**src/rtl/exec_unit_pkg.sv**
```systemverilog
package exec_unit_pkg;
  typedef enum logic [1:0] {
    SEL_ARITH = 2'b00,
    SEL_LOGIC = 2'b01,
    SEL_SHIFT = 2'b10,
    SEL_OFF   = 2'b11
  } unit_sel_e;

  typedef enum logic [1:0] {
    SHK_NONE  = 2'b00,
    SHK_LOGIC = 2'b01,
    SHK_ARITH = 2'b10,
    SHK_ROT   = 2'b11
  } shift_kind_e;
endpackage

```
**src/rtl/xu_addsub.sv**
```systemverilog
module xu_addsub #(
  parameter int W = 32
) (
  input  logic [W-1:0] a,
  input  logic [W-1:0] b,
  input  logic         sub,
  output logic [W-1:0] y
);
  logic [W-1:0] b_eff;

  always_comb begin
    b_eff = b ^ {W{sub}};
  end

  // two's complement: invert B and inject the carry-in
  assign y = a + b_eff + {{(W-1){1'b0}}, sub};
endmodule

```
**src/rtl/xu_logic.sv**
```systemverilog
module xu_logic #(
  parameter int W = 32
) (
  input  logic [W-1:0] a,
  input  logic [W-1:0] b,
  input  logic [3:0]   func,
  output logic [W-1:0] y
);
  for (genvar i = 0; i < W; i++) begin : g_bit
    // each bit is a 4:1 lookup into the truth-table code
    assign y[i] = func[{~a[i], ~b[i]}];
  end
endmodule

```
**src/rtl/xu_shifter.sv**
```systemverilog
module xu_shifter
  import exec_unit_pkg::*;
#(
  parameter int W  = 32,
  parameter int SW = $clog2(W)
) (
  input  logic [W-1:0]  din,
  input  logic [SW-1:0] amt,
  input  shift_kind_e   kind,
  input  logic          right,
  output logic [W-1:0]  dout
);
  function automatic logic [W-1:0] bit_rev(input logic [W-1:0] v);
    logic [W-1:0] r;
    for (int i = 0; i < W; i++) r[i] = v[W-1-i];
    return r;
  endfunction

  logic [W-1:0] stg [SW+1];
  logic         fill_bit;
  logic         wrap;
  logic [W-1:0] core_out;

  // left shifts reuse the right-shift network on a bit-reversed word
  assign stg[0]   = right ? din : bit_rev(din);
  assign fill_bit = (kind == SHK_ARITH) && right && din[W-1];
  assign wrap     = (kind == SHK_ROT);

  for (genvar k = 0; k < SW; k++) begin : g_stage
    localparam int S = 1 << k;
    logic [W-1:0] moved;
    assign moved      = wrap ? {stg[k][S-1:0], stg[k][W-1:S]}
                             : {{S{fill_bit}}, stg[k][W-1:S]};
    assign stg[k+1]   = amt[k] ? moved : stg[k];
  end

  assign core_out = right ? stg[SW] : bit_rev(stg[SW]);
  assign dout     = (kind == SHK_NONE) ? din : core_out;
endmodule

```
**src/rtl/exec_unit.sv**
```systemverilog
module exec_unit
  import exec_unit_pkg::*;
#(
  parameter int DATA_W = 32,
  localparam int SH_W  = $clog2(DATA_W)
) (
  input  logic [DATA_W-1:0] opnd_a,
  input  logic [DATA_W-1:0] opnd_b,
  input  logic [SH_W-1:0]   shamt,
  input  logic [1:0]        unit_sel,
  input  logic [3:0]        lfunc,
  input  logic [1:0]        sh_type,
  input  logic              sh_right,
  input  logic              sub_en,
  output logic [DATA_W-1:0] result,
  output logic              zero
);
  logic [DATA_W-1:0] arith_y;
  logic [DATA_W-1:0] logic_y;
  logic [DATA_W-1:0] shift_y;
  unit_sel_e         sel;
  shift_kind_e       kind;

  assign sel  = unit_sel_e'(unit_sel);
  assign kind = shift_kind_e'(sh_type);

  xu_addsub #(.W(DATA_W)) i_addsub (
    .a  (opnd_a),
    .b  (opnd_b),
    .sub(sub_en),
    .y  (arith_y)
  );

  xu_logic #(.W(DATA_W)) i_logic (
    .a   (opnd_a),
    .b   (opnd_b),
    .func(lfunc),
    .y   (logic_y)
  );

  xu_shifter #(.W(DATA_W), .SW(SH_W)) i_shifter (
    .din  (opnd_a),
    .amt  (shamt),
    .kind (kind),
    .right(sh_right),
    .dout (shift_y)
  );

  always_comb begin
    unique case (sel)
      SEL_ARITH: result = arith_y;
      SEL_LOGIC: result = logic_y;
      SEL_SHIFT: result = shift_y;
      default:   result = '0;
    endcase
  end

  assign zero = ~|result;
endmodule

```
**config.mk**
```make
export PLATFORM = sky130hd
export DESIGN_NAME = exec_unit
export DESIGN_NICKNAME = d
export VERILOG_FILES = /design/src/rtl/exec_unit_pkg.sv /design/src/rtl/xu_addsub.sv /design/src/rtl/xu_logic.sv /design/src/rtl/xu_shifter.sv /design/src/rtl/exec_unit.sv
export SDC_FILE = /design/constraint.sdc
export NUM_CORES = 1
export LEC_CHECK = 0
export ABC_CLOCK_PERIOD_IN_PS = 5200
export BUFFER_PORTS_ARGS = -buffer_cell sky130_fd_sc_hd__buf_2
export CAP_MARGIN = 20
export CORE_UTILIZATION = 50
export DETAILED_ROUTE_END_ITERATION = 7
export PLACE_DENSITY = 0.83
export SYNTH_ARGS = -nofsm -noshare
export SYNTH_HDL_FRONTEND = slang
export SYNTH_HIERARCHICAL = 1
export SYNTH_SLANG_ARGS = --single-unit
```
**constraint.sdc**
```tcl
create_clock -name vclk -period 5.2
set_clock_uncertainty 0.05 [all_clocks]
set_input_delay 1.04 -clock vclk [all_inputs]
set_output_delay 1.04 -clock vclk [all_outputs]
set_load 0.01 [all_outputs]
```
==> results.toml, run 1 <==
[logic_synthesis]
synth_top_area_share_pct = 18.8
syn_area_um2 = 7670
syn_avg_cell_area_um2 = 8.21
syn-num-nets = 1047
yosysWarnings = 6
seq_area_frac_synth_pct = 0
yosys.area.top_type = "mux4_2"
synth_top_cells_by_area = "mux4_2 19%, mux2i_1 7.2%, ha_1 5.4%"
ys_top_cells_by_count = "67 x nand2_1, 67 x nor2_1, 64 x mux4_2"
netlist_instances = 934
ys_types = 89

[status]
haltStage = "global routing (5_1_grt)"
stop_error = "[ERROR GRT-0232] Routing congestion too high. Check the congestion heatmap in the GUI."
status = "stopped before the end"

[global_route]
grt_overflow_total = 41
grtUsageTotal_pct = 70.4
grt_max_degree = 35

[die]
die_y_um = 126
io-pin-count = 112
row_count = 44
fp.dieW_um = 126
start_util_pct = 52.0

[place]
dp_cells = 1418
port_buffers = 112
globalplace.congestion = 1.26
dpl.hpwl_mm = 29.0

[sta]
grt-worst-endpoint = "zero"
worst_endpoint_kind = "primary output"
==> what timing repair did <==
item,4_1_cts
setup buffers,7
setup endpoints to repair,8
hold buffers,0
pin swaps,21
gates resized for setup,29
==> cell families after synthesis <==
kind of cell    count (synthesis)  synth area share (%)
buf+inv                       101                  7.24
simple gates                  230                  14.5
compound gates                343                  32.9
fa+ha+maj                      34                  5.64
mux                           166                  32.9
xor+xnor                       60                  6.85
==> layer usage <==
metal  overflow  track usage (%)
met3          0             58.6
met1          0             69.1
met5          0             22.0
met2         24             87.6
met4         17             67.8
==> metrics by stage <==
stage | setup slack, ns | TNS, ns | cell area, µm² | utilization (%)
detailed placement | -0.609 | -1.34 | 10100 | 68.2
CTS | -0.415 | -0.430 | 10300 | 69.6
floorplan | 0.0476 | 0 | 7700 | -
global placement | -0.376 | -0.652 | 10100 | 68.2
==> run 2: changes to the inputs <==
- ABC_CLOCK_PERIOD_IN_PS: 5200 -> 6800
- CORE_UTILIZATION: 50 -> 35
- PLACE_DENSITY: 0.83 -> unset
- PLACE_DENSITY_LB_ADDON: unset -> 0.15
- clock period: 5.2 -> 6.8 ns (I/O delays scaled with it)
==> run 2 against run 1 <==
Compared with the run above:
- area after synthesis stayed put
- synthesized cell count unchanged
- the flow now finishes without violations
==> results.toml, run 2 <==
[routing]
antenna_left = 0
drt_first_pass_iters = 6
vias = 8851
drcViolationCount = 0
drtIter0Drc = 1127
viasPerCell = 6.87
post_drt_wl_per_cell_um = 27.8
finalWirelength_mm = 35.8

[sta]
period_share_pct = 98.6
worst_pin_slew_ns = 0.916
fin_tns_setup_ns = 0
hold_viol_final = 0
period_needed_ns = 6.71
max_slew_margin_pct = 38.7
fmaxAchievable_mhz = 149
rsz0062_at_grt = "false"
setup_viol_count_final = 0
finalMaxSlewViolations = 0

[place]
dpl.hpwl_mm = 28.0
port_buffers = 112
globalplace.congestion = 1.05
placed_cell_area_um2 = 8500
dp_cells = 1287

[layout]
mostFrequentLayoutCell = "buf_2"
syn_to_final_growth_pct = 10.9
fillers = 2217
nets = 1127
seq_cells = 0
final_area_um2 = 8510
fin_cells = 1288
most-common-layout-cells = "110 x buf_2, 67 x nor2_1, 67 x nand2_1"
fin_util_pct = 40.0
clkbuf_count = 0
drive_gt1_share_pct = 26.9
regArea_um2 = 0

[clock_tree]
post-cts-setup-buffers = 0

[die]
fp.dieW_um = 150
die_y_um = 150
start_util_pct = 36.0
core_area_um2 = 21300
io-pin-count = 112
die_area_um2 = 22500
row_count = 53

[logic_synthesis]
netlist_instances = 934
yosysWarnings = 6
syn-num-nets = 1047
ys_top_cells_by_count = "67 x nand2_1, 67 x nor2_1, 64 x mux4_2"
syn_avg_cell_area_um2 = 8.21
syn_area_um2 = 7670
ys_types = 89
yosys.area.top_type = "mux4_2"
synth_top_cells_by_area = "mux4_2 19%, mux2i_1 7.2%, ha_1 5.4%"
synth_top_area_share_pct = 18.8
seq_area_frac_synth_pct = 0

[setup_path]
critPathBufInv = 3
required_ns = 5.39
crit_fanout = 49
cpLargestDelayFamily = "compound AO/OA/AOI/OAI gates"
worstPathCellList = "buf_4 > buf_12 > mux2_2 > mux4_2 > o21ai_0 > o22a_1 > a31oi_1 > a221o_1 > mux2i_1 > o2bb2ai_1 > nor4_1 > nand4_1 > nor2_1 > buf_2"
crit_arrival_ns = 5.30
critical-path-slowest-cell = "mux4_2"
max_stage_delay_ns = 0.59
endpoint_kind = "primary output"
cp-start-kind = "input pin"
worstSetupPathType = "input pin to primary output"

[global_route]
grt_pass1_wl_mm = 53.3
antenna_found_initial = 0
grtUsageTotal_pct = 31.6
grt_pass1_vias = 8229
grt_overflow_total = 0
grt_max_degree = 50

[power_and_ir_drop]
p_leak_uw = 0.00347
powerDensity_nw_per_um2 = 118
ir_worst_vdd_mv = 0.0429

[worst_hold_path]
hp-class = "input pin to primary output"
hp-start = "opnd_b[12]"
hold_depth = 4
whs_endpoint = "result[12]"

[status]
status = "complete, no violations"

[flow_run]
maxCapViolations = 0
## run 2: cell counts after synthesis
Identical to the previous run, type by type.
## run 2: cell type report
| class | count | area (µm²) | area share, % |
|---|---|---|---|
| tap | 275 | 344 | 4.05 |
| antenna | 1 | 2.50 | 0.0294 |
| timing repair buffer | 164 | 981 | 11.5 |
| multi-input combinational | 833 | 7120 | 83.7 |
| inverter | 15 | 56.3 | 0.662 |
## run 2: worst max-delay path by stage
stage	from	end	depth (start not counted)
after CTS	sub_en	zero	17
after global placement	shamt[0]	zero	14
final	shamt[0]	zero	14
after floorplan	sub_en	zero	17
after global routing	sub_en	zero	17
after detailed placement	sub_en	zero	17
## run 2: what timing repair did
action                     4_1_cts  5_1_grt
setup endpoints to repair        0        1
hold buffers                     0        0
resized for setup                0        2
## run 2: metrics by stage
stage          worst slack [ns]  total power, µW  hold WS (ns)
6_report                 0.0947             1000          3.25
5_1_grt                 0.00569             1070          3.30
4_1_cts                   0.102              977          3.26
3_5_place_dp              0.102              974          3.26
3_3_place_gp              0.163              980          3.26
2_1_floorplan             0.601              657          2.85
## run 2: layer usage
metal | vias to the layer above | routed length (µm) | track usage [%]
li1 | 3902 | - | -
met1 | 4297 | 15000 | 43.9
met2 | 554 | 15700 | 49.2
met3 | 98 | 3290 | 4.33
met4 | 0 | 1830 | 12.0
met5 | - | 0 | 0
## run 2: report_power, final
| group | internal [µW] | switching [µW] | leakage, µW | total [µW] |
|---|---|---|---|---|
| logic | 402 | 603 | 0.00347 | 1000 |
| clock network | 0.0000147 | 0 | 0.00000000634 | 0.0000147 |
| registers | 0 | 0 | 0 | 0 |
## run 2: kinds of logic after synthesis
kind of cell / Yosys count / share of synthesized area, %
AO/OA/AOI/OAI: 343 / 32.9
multiplexers: 166 / 32.9
buffers and inverters: 101 / 7.24
AND/OR/NAND/NOR: 230 / 14.5
XOR/XNOR: 60 / 6.85
adder cells (fa/ha/maj): 34 / 5.64
Note: power is estimated with default switching activity, not from simulation.
==> run 3: changes to the inputs <==
- CORE_UTILIZATION: 35 -> 34
==> run 3 against run 2 <==
Compared with the run above:
- the run now ends with DRC left
- final cell count down 0.31%
- maximum frequency is 1.4% higher
- sequential share of layout area unchanged
- combinational power about the same
- total power is essentially flat
- critical path depth grew 1
- sequential cell count did not move
- utilization shrank 1.5 points
- highest routed layer unchanged
- die area up 2.9%
- via count down 0.60%
==> results.toml, run 3 (synthesized netlist as in run 2, its figures left out) <==
[routing]
finalWirelength_mm = 36.4
vias = 8798
drtIter0Drc = 935
viasPerCell = 6.85
post_drt_wl_per_cell_um = 28.3
antenna_left = 0
drcViolationCount = 2
drt_first_pass_iters = 7

[setup_path]
crit_arrival_ns = 5.20
endpoint_kind = "primary output"
required_ns = 5.39
startpoint = "shamt[0]"
crit_fanout = 25
cp-start-kind = "input pin"
worstSetupPathType = "input pin to primary output"

[die]
die_y_um = 152
io-pin-count = 112
start_util_pct = 34.9
core_area_um2 = 22000
row_count = 54
fp.dieW_um = 152
die_area_um2 = 23200

[sta]
hold_ws_ns = 3.26
setup_viol_count_final = 0
fin_tns_setup_ns = 0
period_share_pct = 97.3
rsz0062_at_grt = "false"
worst_pin_slew_ns = 1.00
hold_viol_final = 0
max_slew_margin_pct = 32.8
finalMaxSlewViolations = 0
fmaxAchievable_mhz = 151
period_needed_ns = 6.61

[layout]
syn_to_final_growth_pct = 10.0
final_area_um2 = 8440
drive_gt1_share_pct = 26.2
fillers = 2279
fin_util_pct = 38.4
regArea_um2 = 0
n_antenna_cell = 0
nets = 1119
mostFrequentLayoutCell = "buf_2"
most-common-layout-cells = "111 x buf_2, 67 x nor2_1, 67 x nand2_1"
clkbuf_count = 0
seq_cells = 0

[global_route]
grt_overflow_total = 0
grt_pass1_vias = 8074
grtUsageTotal_pct = 30.3
grt_pass1_wl_mm = 54.1
antenna_found_initial = 0
grt_max_degree = 36

[power_and_ir_drop]
p_leak_uw = 0.00343
powerDensity_nw_per_um2 = 119
finalPower_uw = 1000
ir_worst_vdd_mv = 0.0451

[place]
globalplace.congestion = 1.00
port_buffers = 112
dpl.hpwl_mm = 28.8
placed_cell_area_um2 = 8440

[worst_hold_path]
hold_depth = 4
hp-start = "opnd_b[5]"
hp-class = "input pin to primary output"
whs_endpoint = "result[5]"

[flow_run]
maxCapViolations = 0

[clock_tree]
cts_resized = 0
hold_buffers = 0
post-cts-setup-buffers = 0

[status]
status = "finished, violations left"
violations = "DRC"
run 3: cell count changes in the layout (fill, tap and decap cells not counted), sizes merged:
cell | before | now
buf | 163 | 156
clkbuf | 1 | 0
diode | 1 | 0
run 3: worst max path at each step:
| stage | cells past startpoint | end | slack, ns |
|---|---|---|---|
| 2_1_floorplan | 17 | zero | 0.60 |
| 3_3_place_gp | 15 | zero | 0.25 |
| 3_5_place_dp | 15 | zero | 0.29 |
| 4_1_cts | 15 | zero | 0.27 |
| 5_1_grt | 17 | zero | 0.03 |
| 6_report | 15 | zero | 0.19 |
run 3: stage by stage:
step                std cells  setup WS [ns]
floorplan                 934          0.601
global placement         1284          0.252
detailed placement       1284          0.286
CTS                      1284          0.275
global route             1284         0.0296
finish                   1284          0.186
run 3: routing by layer:
layer | part of all wire [%] | global-route usage, % | routed length [µm]
met1 | 43 | 42.5 | 15700
met2 | 45 | 48.7 | 16500
met5 | 0 | 0 | 0
met4 | 3.6 | 9.57 | 1300
met3 | 7.9 | 2.73 | 2870
run 3: cell type report:
class                           instances  area (µm²)  share of cell area, %
Tap cell                              280         350                   4.15
Multi-Input combinational cell        833        7120                   84.3
Timing Repair Buffer                  156         918                   10.9
Inverter                               15        56.3                  0.667
run 3: power breakdown:
part           total, µW  switching, µW  internal (µW)
Clock                  0              0              0
Sequential             0              0              0
Combinational       1000            605            399
run 3: worst max-delay path: stages:
cell and delay (ns):
buf_4 0.31, buf_12 0.21, mux2_1 0.35, mux4_2 0.60, a22o_1 0.27, a221oi_1 0.40, o21ai_0 0.26, a32oi_1 0.25
o31ai_1 0.13, mux2i_1 0.15, o2bb2ai_1 0.12, nor4_1 0.27, nand4_1 0.23, nor2_1 0.13, buf_2 0.14
